### src/rtl/kdp_pkg.sv
package kdp_pkg;

  // Register offsets inside the decoded window; software relies on these.
  typedef enum logic [1:0] {
    OFS_RXCHAR = 2'd0,
    OFS_TXCHAR = 2'd1,
    OFS_FLAGS  = 2'd2,
    OFS_ENABLE = 2'd3
  } reg_sel_e;

  localparam int FLG_OVR_BIT = 2;
  localparam int ENA_RX_BIT  = 0;
  localparam int ENA_TX_BIT  = 1;

  // Flag register layout, MSB first so that sin lands on bit 0.
  typedef struct packed {
    logic rx_req;   // bit 4
    logic tx_req;   // bit 3
    logic ovr;      // bit 2
    logic tx_room;  // bit 1
    logic rx_full;  // bit 0
  } flags_t;

  function automatic flags_t pack_flags(input logic rx_full, input logic tx_room,
                                        input logic ovr, input logic rx_en,
                                        input logic tx_en);
    flags_t f;
    f.rx_full = rx_full;
    f.tx_room = tx_room;
    f.ovr     = ovr;
    f.tx_req  = tx_en & tx_room;
    f.rx_req  = rx_en & rx_full;
    return f;
  endfunction

  // Offsets at and above 4 exist in the window but hold nothing.
  function automatic logic offset_mapped(input logic [7:0] ofs);
    return ofs < 8'd4;
  endfunction

endpackage

### src/rtl/kdp_addr_decode.sv
module kdp_addr_decode #(
  parameter int DEC_W = 8,
  parameter int OFS_W = 3,
  parameter logic [DEC_W-1:0] BASE_LOW = 8'hF0
) (
  input  logic              io_sel,
  input  logic [DEC_W-1:0]  addr_low,
  output logic              hit,
  output logic              mapped,
  output kdp_pkg::reg_sel_e reg_sel
);
  import kdp_pkg::*;

  logic             window_match;
  logic [OFS_W-1:0] offset;

  assign offset       = addr_low[OFS_W-1:0];
  assign window_match = (addr_low[DEC_W-1:OFS_W] == BASE_LOW[DEC_W-1:OFS_W]);
  assign hit          = io_sel & window_match;
  assign mapped       = hit & offset_mapped(8'(offset));
  assign reg_sel      = reg_sel_e'(offset[1:0]);

endmodule

### src/rtl/kdp_kbd_side.sv
module kdp_kbd_side #(
  parameter int DATA_W = 8
) (
  input  logic              clk,
  input  logic              rst,
  input  logic              kbd_valid,
  input  logic [DATA_W-1:0] kbd_char,
  input  logic              rd_take,
  input  logic              ovr_clr,
  output logic [DATA_W-1:0] char_q,
  output logic              rx_full,
  output logic              ovr
);

  logic overrun_evt;
  logic full_next;

  assign overrun_evt = kbd_valid & rx_full & ~rd_take;
  assign full_next   = kbd_valid | (rx_full & ~rd_take);

  always_ff @(posedge clk) begin
    if (rst) begin
      char_q  <= '0;
      rx_full <= 1'b0;
      ovr     <= 1'b0;
    end else begin
      if (kbd_valid) char_q <= kbd_char;
      rx_full <= full_next;
      if (overrun_evt)  ovr <= 1'b1;
      else if (ovr_clr) ovr <= 1'b0;
    end
  end

  p_char_sets_full_r3: assert property (@(posedge clk) disable iff (rst)
    kbd_valid |=> rx_full);

  p_read_clears_full_r3: assert property (@(posedge clk) disable iff (rst)
    (rd_take && !kbd_valid) |=> !rx_full);

  p_ovr_sticky_r4: assert property (@(posedge clk) disable iff (rst)
    (ovr && !ovr_clr) |=> ovr);

  p_collide_no_ovr_r5: assert property (@(posedge clk) disable iff (rst)
    (kbd_valid && rd_take && !ovr) |=> (!ovr && rx_full));

endmodule

### src/rtl/kdp_disp_side.sv
module kdp_disp_side #(
  parameter int DATA_W = 8
) (
  input  logic              clk,
  input  logic              rst,
  input  logic              wr_load,
  input  logic [DATA_W-1:0] wr_byte,
  input  logic              disp_ready,
  output logic              disp_valid,
  output logic [DATA_W-1:0] disp_char
);

  logic accept_evt;

  assign accept_evt = disp_valid & disp_ready;

  always_ff @(posedge clk) begin
    if (rst) begin
      disp_valid <= 1'b0;
      disp_char  <= '0;
    end else begin
      if (wr_load) disp_char <= wr_byte;
      disp_valid <= wr_load | (disp_valid & ~accept_evt);
    end
  end

  p_write_pends_r6: assert property (@(posedge clk) disable iff (rst)
    wr_load |=> (disp_valid && disp_char == $past(wr_byte)));

  p_accept_drops_r6: assert property (@(posedge clk) disable iff (rst)
    (accept_evt && !wr_load) |=> !disp_valid);

  p_byte_steady_r7: assert property (@(posedge clk) disable iff (rst)
    (disp_valid && !wr_load) |=> $stable(disp_char));

endmodule

### src/rtl/kbd_disp_port.sv
module kbd_disp_port #(
  parameter int ADDR_W = 16,
  parameter int DEC_W  = 8,
  parameter int OFS_W  = 3,
  parameter int DATA_W = 8,
  parameter logic [ADDR_W-1:0] BASE_ADDR = 16'h00F0
) (
  input  logic              clk,
  input  logic              rst,
  input  logic              bus_io_sel,
  input  logic              bus_wr,
  input  logic [ADDR_W-1:0] bus_addr,
  input  logic [DATA_W-1:0] bus_wdata,
  output logic [DATA_W-1:0] bus_rdata,
  input  logic              kbd_valid,
  input  logic [DATA_W-1:0] kbd_char,
  output logic              disp_valid,
  output logic [DATA_W-1:0] disp_char,
  input  logic              disp_ready
);
  import kdp_pkg::*;

  localparam logic [DEC_W-1:0] BASE_LOW = BASE_ADDR[DEC_W-1:0];

  logic              hit, mapped;
  reg_sel_e          reg_sel;
  logic              rd_rx, wr_tx, wr_flags, wr_enable, ovr_clr;
  logic [DATA_W-1:0] rx_char;
  logic              rx_full, ovr;
  logic [DATA_W-1:0] enable_q;
  flags_t            flags;

  generate
    if (DEC_W < ADDR_W) begin : g_hi
      logic unused_hi;
      assign unused_hi = ^bus_addr[ADDR_W-1:DEC_W];
    end
  endgenerate

  kdp_addr_decode #(.DEC_W(DEC_W), .OFS_W(OFS_W), .BASE_LOW(BASE_LOW)) u_dec (
    .io_sel   (bus_io_sel),
    .addr_low (bus_addr[DEC_W-1:0]),
    .hit      (hit),
    .mapped   (mapped),
    .reg_sel  (reg_sel)
  );

  // Named access strobes
  assign rd_rx     = mapped & ~bus_wr & (reg_sel == OFS_RXCHAR);
  assign wr_tx     = mapped &  bus_wr & (reg_sel == OFS_TXCHAR);
  assign wr_flags  = mapped &  bus_wr & (reg_sel == OFS_FLAGS);
  assign wr_enable = mapped &  bus_wr & (reg_sel == OFS_ENABLE);
  assign ovr_clr   = wr_flags & bus_wdata[FLG_OVR_BIT];

  kdp_kbd_side #(.DATA_W(DATA_W)) u_kbd (
    .clk       (clk),
    .rst       (rst),
    .kbd_valid (kbd_valid),
    .kbd_char  (kbd_char),
    .rd_take   (rd_rx),
    .ovr_clr   (ovr_clr),
    .char_q    (rx_char),
    .rx_full   (rx_full),
    .ovr       (ovr)
  );

  kdp_disp_side #(.DATA_W(DATA_W)) u_disp (
    .clk        (clk),
    .rst        (rst),
    .wr_load    (wr_tx),
    .wr_byte    (bus_wdata),
    .disp_ready (disp_ready),
    .disp_valid (disp_valid),
    .disp_char  (disp_char)
  );

  always_ff @(posedge clk) begin
    if (rst)            enable_q <= '0;
    else if (wr_enable) enable_q <= bus_wdata;
  end

  assign flags = pack_flags(rx_full, ~disp_valid, ovr,
                            enable_q[ENA_RX_BIT], enable_q[ENA_TX_BIT]);

  always_comb begin
    bus_rdata = '0;
    if (mapped && !bus_wr) begin
      unique case (reg_sel)
        OFS_RXCHAR: bus_rdata = rx_char;
        OFS_TXCHAR: bus_rdata = disp_char;
        OFS_FLAGS:  bus_rdata = DATA_W'(flags);
        OFS_ENABLE: bus_rdata = enable_q;
        default:    bus_rdata = '0;
      endcase
    end
  end

  p_idle_reads_zero_r1: assert property (@(posedge clk) disable iff (rst)
    !bus_io_sel |-> (bus_rdata == '0));

  p_unmapped_zero_r2: assert property (@(posedge clk) disable iff (rst)
    (hit && !mapped) |-> (bus_rdata == '0));

  p_req_bits_r8: assert property (@(posedge clk) disable iff (rst)
    (mapped && !bus_wr && reg_sel == OFS_FLAGS) |->
      (bus_rdata[4] == (enable_q[0] & bus_rdata[0]) &&
       bus_rdata[3] == (enable_q[1] & bus_rdata[1])));

  p_enable_holds_r8: assert property (@(posedge clk) disable iff (rst)
    !wr_enable |=> $stable(enable_q));

endmodule

### config.mk
export PLATFORM = sky130hd
export DESIGN_NAME = kbd_disp_port
export DESIGN_NICKNAME = d
export VERILOG_FILES = /design/src/rtl/kdp_pkg.sv /design/src/rtl/kdp_addr_decode.sv /design/src/rtl/kdp_kbd_side.sv /design/src/rtl/kdp_disp_side.sv /design/src/rtl/kbd_disp_port.sv
export SDC_FILE = /design/constraint.sdc
export NUM_CORES = 1
export LEC_CHECK = 0
export BUFFER_PORTS_ARGS = -buffer_cell sky130_fd_sc_hd__buf_2
export CAP_MARGIN = 20
export CELL_PAD_IN_SITES_DETAIL_PLACEMENT = 0
export CELL_PAD_IN_SITES_GLOBAL_PLACEMENT = 1
export CORE_AREA = 2 2 48 94
export CTS_BUF_LIST = sky130_fd_sc_hd__clkbuf_4 sky130_fd_sc_hd__clkbuf_8 sky130_fd_sc_hd__clkbuf_16
export CTS_CLUSTER_SIZE = 28
export DETAILED_ROUTE_END_ITERATION = 10
export DIE_AREA = 0 0 50 96
export PLACE_DENSITY = 0.87
export SYNTH_ARGS = -nofsm -noshare
export SYNTH_HDL_FRONTEND = slang
export SYNTH_SLANG_ARGS = --single-unit
### constraint.sdc
create_clock -name clk -period 2.2 [get_ports clk]
set_input_delay 0.22 -clock clk [delete_from_list [all_inputs] [get_ports clk]]
set_output_delay 0.22 -clock clk [all_outputs]
set_load 0.005 [all_outputs]
-- Yosys cells after proc, flatten, opt, wreduce, memory -nomap -nowiden
Index checks and enable logic that the tools add are counted.
- register bits after elaboration: 27
- input bits: 38
- output and inout bits: 17
- logic and storage cells: 41
- $lt $le $gt $ge: 1
- eq/ne operators: 4
- multiplexer cells: 4
- bitwise operators: 22
- reduce and logical (&&, ||, !) cells: 4
- operators by type and width (cell ; count):
    $pmux W8 S4 ; 1
    $and A1 B1 Y1 ; 16
    $mux W8 ; 1
    $eq A5 B5 Y1 const B ; 1
    $eq A2 B2 Y1 const B ; 2
    $not A1 Y1 ; 4
    $lt A3 B3 Y1 const B ; 1
    $eq A2 B1 Y1 const B ; 1
    $logic_not A2 Y1 ; 1
    $mux W1 ; 2
    $or A1 B1 Y1 ; 2
    $reduce_bool A2 Y1 ; 1
    $logic_and A1 B1 Y1 ; 1
    $logic_not A1 Y1 ; 1

-- Depth between registers and ports, before layout
Gate-level depths: netlist of run 1.
- depth after elaboration: 8
- gate-level depth with buffers: 5
- depth with buffers taken out: 3

-- Cells and area by module
Synthesis of run 1 repeated with hierarchy kept, for this count alone.
- cells, all modules: 144
- area, all modules: 1347.5 µm²
- by module, submodules not included (module ; instances ; cells each ; area each (µm²) ; sequential area each (µm²)):
    kbd_disp_port ; 1 ; 75 ; 606.8 ; 160.2
    kdp_kbd_side ; 1 ; 33 ; 362.8 ; 200.2
    kdp_disp_side ; 1 ; 30 ; 321.6 ; 180.2
    kdp_addr_decode ; 1 ; 6 ; 56.3 ; 0.0

-- Worst setup path after synthesis of run 1
OpenSTA, ideal clock, no wires.
- path kind: input -> output
- start point: input port bus_addr[1]
- end point: output port bus_rdata[0]
- data arrival time: 984 ps
- data required time: 1980 ps
- path slack: 996 ps
- cell stages on the path: 3
- path buffers: 1
- path through: buf_6 -> mux4_2 -> and3_1
- word-level cells in the longest chain between the ends: 4
- elaborated cells between the ends (all ways): 9
- those cells by class: order compare (1); eq/ne (3); mux (2); bitwise (1); reduce/logical (2)
- RTL lines (what ; line ; text):
    from (decl) ; kbd_disp_port.sv:12 ; input logic [ADDR_W-1:0] bus_addr,
    $lt A3 B3 Y1 ; kdp_pkg.sv:38 ; return ofs < 8'd4;
    $and A1 B1 Y1 ; kdp_addr_decode.sv:20 ; assign mapped = hit & offset_mapped(8'(offset));
    $logic_and A1 B1 Y1 ; kbd_disp_port.sv:87 ; if (mapped && !bus_wr) begin
    $mux W8 (*) ; kbd_disp_port.sv:87 ;
    to (decl) ; kbd_disp_port.sv:14 ; output logic [DATA_W-1:0] bus_rdata,
Every way passes the cells marked *; elsewhere a longest branch is shown, timed or not.

-- Final worst setup path of run 1
- start point: input port bus_addr[0]
- end point: output port bus_rdata[2]
The elaborated chain is that of the path after synthesis.

==> metrics.txt, run 1 <==
Post-CTS Hold Buffers=0; crit path launch type=primary input; mapped cell area=1520 um^2; Hold WS=0.172 ns; area share of the largest cell type after synthesis=35.6%; dpl cell area=1700 um^2; R2R Setup Slk=1.29 ns; grt ovf=0; first-pass GRT wire length=6040 um; antenna diode count=0; sequential element share of the synthesized area=35.6%; post-detail-place hpwl=2760 um; pin slew with the least headroom to its limit=0.590 ns; worst r2r src=u_kbd.rx_full$_SDFF_PP0_; fin util=42.8%; total setup buffers inserted after CTS=0; total power=927 uW; worst min path class=in -> reg; layout cells sized above 1=32.5%; initial antenna violation count=0; Leak=0.708 nW; Flop pwr share=54.6%; FF+latch count, synth=27; Total Wirelength=3820 um; cell-internal power=692 uW; synthesized net count=197; setup repair after global routing missed its margin=false; Worst-path clk slew=0.09 ns; Ys Warns=0; GR Util met2=29.1%; switching share of power=25.3%; First-pass DRT Iterations=5; Final period util=74.9%; Gate Count Post-Synth=159; Reg2Reg Capture Point=u_kbd.ovr$_SDFFE_PP0P_; Die Y=96 um; dpl ws=0.547 ns; Hold Path Origin=kbd_char[2]; per-cell routed wire length=15.5 um; P_sw=235 uW; number of global-route vias before repair=1291; Die ar.=4800 um^2; row count=33; final hold viol count=0; final cell count without fillers=246; total track usage=16.3%; routed via count=1400; f_max=607 MHz; met1 usage in global routing=18.5%; Worst EP required=1.98 ns; fin worst setup slack=0.552 ns; IO Port Bufs=46; initial core utilization=37.1%; Design Area, Final=1750 um^2; Post-synth EDFFs=0; setup_tns=0 ns; CP startpoint=bus_addr[0]; hold path endpoint=u_kbd.char_q[2]$_SDFFE_PP0P_; global routing's busiest layer=met2; arrival time at the worst endpoint=1.43 ns; synth unique cells=35; Clk Latency, worst-skew pair=0.27 ns; Clock Tree Buf Depth=2; # nets final=233; synth cell count leaders=dfxtp_1, a21oi_1, nand4_1; crit path kind=in -> out; Final setup viols=0; status=finished clean; synth top area cells=dfxtp_1, mux2i_1, o31ai_1; Cells after DPL=242; worst-path maximum fanout=23; minimum clock period=1.65 ns; Detail Route Antenna Nets=0; FFs w/ async S/R, synth=0%; initial drt markers=25; P per Cell Area=530 nW/um^2; clock root buffer=clkbuf_8; CTS tree=yes; hold path cells=3; skew final=0.000427 ns; total CTS buffers=3; Worst Setup End Kind=output port; area grow syn2layout=15.3%; area leader, netlist=dfxtp_1; max cap viols=0; drt drc=0; H-Tree Depth=1; Comb pwr share=13.2%; Synth Area per Inst=9.54 um^2; GP Congestion=0.736; core box area=4090 um^2; pin count of the biggest net entering global routing=29; met3 usage=1.71%; clk sinks=27; Clk pwr share=32.2%; IO Pins=55; worst r2r path cells=3; Slew headroom=60.6%; post_cts resized=0; Final Slew Violations=0; top-count cell post-synth=dfxtp_1; Die Width=50 um; DR vias/cell=5.69; worst vdd ir=270 uV; prevailing post-synth register cell=dfxtp_1
==> logic make-up (layout without fill, tap and decap cells) <==
kind of cell / after synthesis / in the layout / share of synthesized area [%]
AOI/OAI and AO/OA: 48 / 48 / 23.8
buffers and inverters: 18 / 53 / 8.58
DFF: 27 / 27 / 35.6
muxes: 13 / 13 / 10.2
and+or+nand+nor: 53 / 53 / 21.8
==> placed cells by master, fill, tap and decap left out, types with 3 or more instances in the layout <==
master     synthesis  layout
mux2i_1           11      11
nand2_1            4       4
nor2_1            13      13
dfxtp_1           27      27
a21oi_1           17      17
a211oi_1           5       5
o31ai_1           14      14
clkbuf_8           0       3
nand4_1           16      16
buf_2              5      46
a2bb2oi_1          3       3
nor2b_1            4       4
nand2b_1           3       3
==> critical path, stage by stage <==
cell,delay (ns)
buf_2,0.36
mux4_2,0.54
and3_1,0.18
buf_2,0.12
==> power by group through the flow <==
stage          registers, mW  logic (mW)  clock network, mW
5_1_grt                0.508       0.134              0.324
3_5_place_dp           0.517       0.122                  0
4_1_cts                0.506       0.123              0.305
2_1_floorplan          0.516      0.0860                  0
3_3_place_gp           0.517       0.122                  0
6_report               0.506       0.122              0.299
==> worst max-delay path by stage <==
stage / endpoint / slack (ns)
finish: bus_rdata[2] / 0.55
global route: bus_rdata[6] / 0.42
CTS: bus_rdata[2] / 0.55
detailed placement: bus_rdata[2] / 0.55
global placement: bus_rdata[6] / 0.54
floorplan: bus_rdata[0] / 1.0
==> final cells by class <==
| type | instances | area (um^2) |
|---|---|---|
| Timing Repair Buffer | 48 | 245 |
| Tap cell | 52 | 65.1 |
| Inverter | 1 | 3.75 |
| Sequential cell | 27 | 541 |
| Multi-Input combinational cell | 114 | 846 |
| Clock buffer | 4 | 48.8 |
| Fill cell | 409 | 2340 |
==> flip-flops by register name, summed over array words and instances, names as in the netlist <==
name	count
u_disp.disp_char	8
enable_q	8
u_kbd.char_q	8
u_kbd.ovr	1
u_kbd.rx_full	1
u_disp.disp_valid	1
==> metal layers <==
layer | routed length [um] | vias up
met5 | 0 | -
met2 | 1960 | 49
met1 | 1630 | 667
met3 | 146 | 7
met4 | 87 | 0
li1 | - | 677
Note: power is estimated with default switching activity, not from simulation.
==> run 2, diff against run 1 <==
--- a/config.mk
+++ b/config.mk
@@ -9,12 +9,12 @@
 export CAP_MARGIN = 20
 export CELL_PAD_IN_SITES_DETAIL_PLACEMENT = 0
 export CELL_PAD_IN_SITES_GLOBAL_PLACEMENT = 1
-export CORE_AREA = 2 2 48 94
+export CORE_AREA = 2 2 49 97
 export CTS_BUF_LIST = sky130_fd_sc_hd__clkbuf_4 sky130_fd_sc_hd__clkbuf_8 sky130_fd_sc_hd__clkbuf_16
 export CTS_CLUSTER_SIZE = 28
 export DETAILED_ROUTE_END_ITERATION = 10
-export DIE_AREA = 0 0 50 96
-export PLACE_DENSITY = 0.87
+export DIE_AREA = 0 0 51 99
+export PLACE_DENSITY = 0.83
 export SYNTH_ARGS = -nofsm -noshare
 export SYNTH_HDL_FRONTEND = slang
 export SYNTH_SLANG_ARGS = --single-unit
==> constraint.sdc (replaced) <==
create_clock -name clk -period 1.7 [get_ports clk]
set_input_delay 0.17 -clock clk [delete_from_list [all_inputs] [get_ports clk]]
set_output_delay 0.17 -clock clk [all_outputs]
set_load 0.005 [all_outputs]
==> run 2 against run 1 <==
Against the previous run:
- power rose by 29%
- largest cell class unchanged
- die area rose by 5.2%
- clock skew hardly changed
- critical endpoint is now bus_rdata[0]
- worst hold slack lost 0.051 ns
- sequential cell count stayed put
- final cell count is 3.3% higher
- first-iteration DRC count is 44% higher
- clock power up 26%
==> metrics.txt, run 2 (synthesized netlist as in run 1, its figures left out) <==
status=finished clean (unchanged); total power=1.20 mW (was 927 uW); layout cells sized above 1=34.5% (was 32.5%); GP Congestion=0.758 (was 0.736); Leak=0.732 nW (was 0.708 nW); CP bufs+invs=1 (was 2); critical-path cell list=mux4_2 > and3_1 > buf_2 (was buf_2 > mux4_2 > and3_1 > buf_2); initial antenna violation count=0 (unchanged); Final Slew Violations=0 (unchanged); crit path launch type=register (was primary input); row count=34 (was 33); drt drc=0 (unchanged); largest registers=enable_q (8), u_disp.disp_char (8), u_kbd.char_q (8) (unchanged); fin worst setup slack=0.159 ns (was 0.552 ns); grt ovf=0 (unchanged); DR vias/cell=5.44 (was 5.69); routed via count=1383 (was 1400); Clk Latency, worst-skew pair=0.27 ns (about the same); slowest stage delay, CP=0.45 ns (was 0.54 ns); Worst Setup End Kind=output port (unchanged); pin slew with the least headroom to its limit=0.502 ns (was 0.590 ns); minimum clock period=1.54 ns; Worst-path clk slew=0.10 ns (was 0.09 ns); worst min path class=in -> reg (unchanged); CTS tree=yes (unchanged); Detail Route Antenna Nets=0 (unchanged); setup repair after global routing missed its margin=false (unchanged); post-detail-place hpwl=2880 um (was 2760 um); clk sinks=27 (unchanged); worst vdd ir=278 uV (was 270 uV); P per Cell Area=668 nW/um^2 (was 530 nW/um^2); First-pass DRT Iterations=4 (was 5); H-Tree Depth=1 (unchanged); IO Port Bufs=46 (unchanged); CP top delay family=multiplexers (unchanged); pin count of the biggest net entering global routing=25 (was 29); number of global-route vias before repair=1343 (was 1291); final hold viol count=0 (unchanged); clock root buffer=clkbuf_8 (unchanged); hold path cells=3 (unchanged); crit path kind=reg -> out (was in -> out); Die Width=51 um (was 50 um); total track usage=15.8% (was 16.3%); Die ar.=5050 um^2 (was 4800 um^2); Clock Tree Buf Depth=2 (unchanged); Slew headroom=66.6% (was 60.6%); Die Y=99 um (was 96 um); setup_tns=0 ns (unchanged); Cells after DPL=250 (was 242); initial drt markers=36 (was 25); critical path depth=3 (was 4); arrival time at the worst endpoint=1.37 ns (was 1.43 ns); post_cts resized=0 (unchanged); Worst EP required=1.53 ns (was 1.98 ns); skew final=0.000285 ns (was 0.000427 ns); total setup buffers inserted after CTS=0 (unchanged); max cap viols=0 (unchanged); worst r2r path cells=3 (unchanged); critical path's slowest cell=mux4_2 (unchanged); commonest non-fill, non-tap cells in the layout=buf_2, dfxtp_1, a21oi_1, nand4_1, o31ai_1 (unchanged); core box area=4300 um^2 (was 4090 um^2); commonest non-fill, non-tap cell in the layout=buf_2 (unchanged); antenna diode count=0 (unchanged); first-pass GRT wire length=6260 um (was 6040 um); total CTS buffers=3 (unchanged); per-cell routed wire length=14.7 um (was 15.5 um); Final period util=90.7%; f_max=649 MHz; Post-CTS Hold Buffers=0 (unchanged); dpl ws=0.249 ns (was 0.547 ns); area grow syn2layout=18.5% (was 15.3%); initial core utilization=35.3% (was 37.1%); Final setup viols=0 (unchanged); final cell count without fillers=254 (was 246); worst-path maximum fanout=3 (was 23); # nets final=239 (was 233); Hold WS=0.121 ns (was 0.172 ns); Total Wirelength=3720 um (was 3820 um); IO Pins=55 (unchanged)
[run 2: area by class of cell]
class | instances | area (um^2)
flip-flops and latches | 27 | 541
repair buffers | 54 | 290
clock inverters | 1 | 7.51
fillers | 458 | 2500
clock buffers | 3 | 41.3
well taps | 54 | 67.6
inverters | 1 | 3.75
multi-input cells | 114 | 846
[run 2: path summary, 6_finish.rpt]
| path | start | end | slack [ns] |
|---|---|---|---|
| min | kbd_char[5] | u_kbd.char_q[5]$_SDFFE_PP0P_ | 0.12 |
| max reg2reg | u_kbd.rx_full$_SDFF_PP0_ | u_kbd.ovr$_SDFFE_PP0P_ | 0.81 |
| min reg2reg | enable_q[2]$_SDFFE_PP0P_ | enable_q[2]$_SDFFE_PP0P_ | 0.47 |
| max | u_disp.disp_char[0]$_SDFFE_PP0P_ | bus_rdata[0] | 0.16 |
[run 2: report_power, final]
part	leakage [nW]	internal, mW	total (mW)	switching [mW]
Combinational	0.491	0.0721	0.166	0.0939
Sequential	0.220	0.647	0.655	0.00802
Clock	0.0217	0.167	0.378	0.212
Total	0.732	0.886	1.20	0.314
[run 2: worst register-to-register path, cell delays in order, from the launching register on]
cell	delay, ns
dfxtp_1	0.38
nand2_1	0.06
a311o_1	0.32
o21ai_1	0.07
[run 2: routing by layer]
metal / global-route usage, % / part of all wire [%] / wire, um / vias to the layer above
met4: 7.07 / 2.6 / 96 / 0
met2: 27.7 / 54 / 2030 / 31
li1: - / - / - / 689
met5: 0 / 0 / 0 / -
met1: 18.8 / 40 / 1500 / 655
met3: 1.36 / 2.7 / 100 / 8
[run 2: per-stage QoR]
step           utilization [%]  area (um^2)
4_1_cts                   41.8         1800
6_report                  41.8         1800
5_1_grt                   41.8         1800
3_5_place_dp              40.7         1750
2_1_floorplan                -         1520
3_3_place_gp              40.7         1750
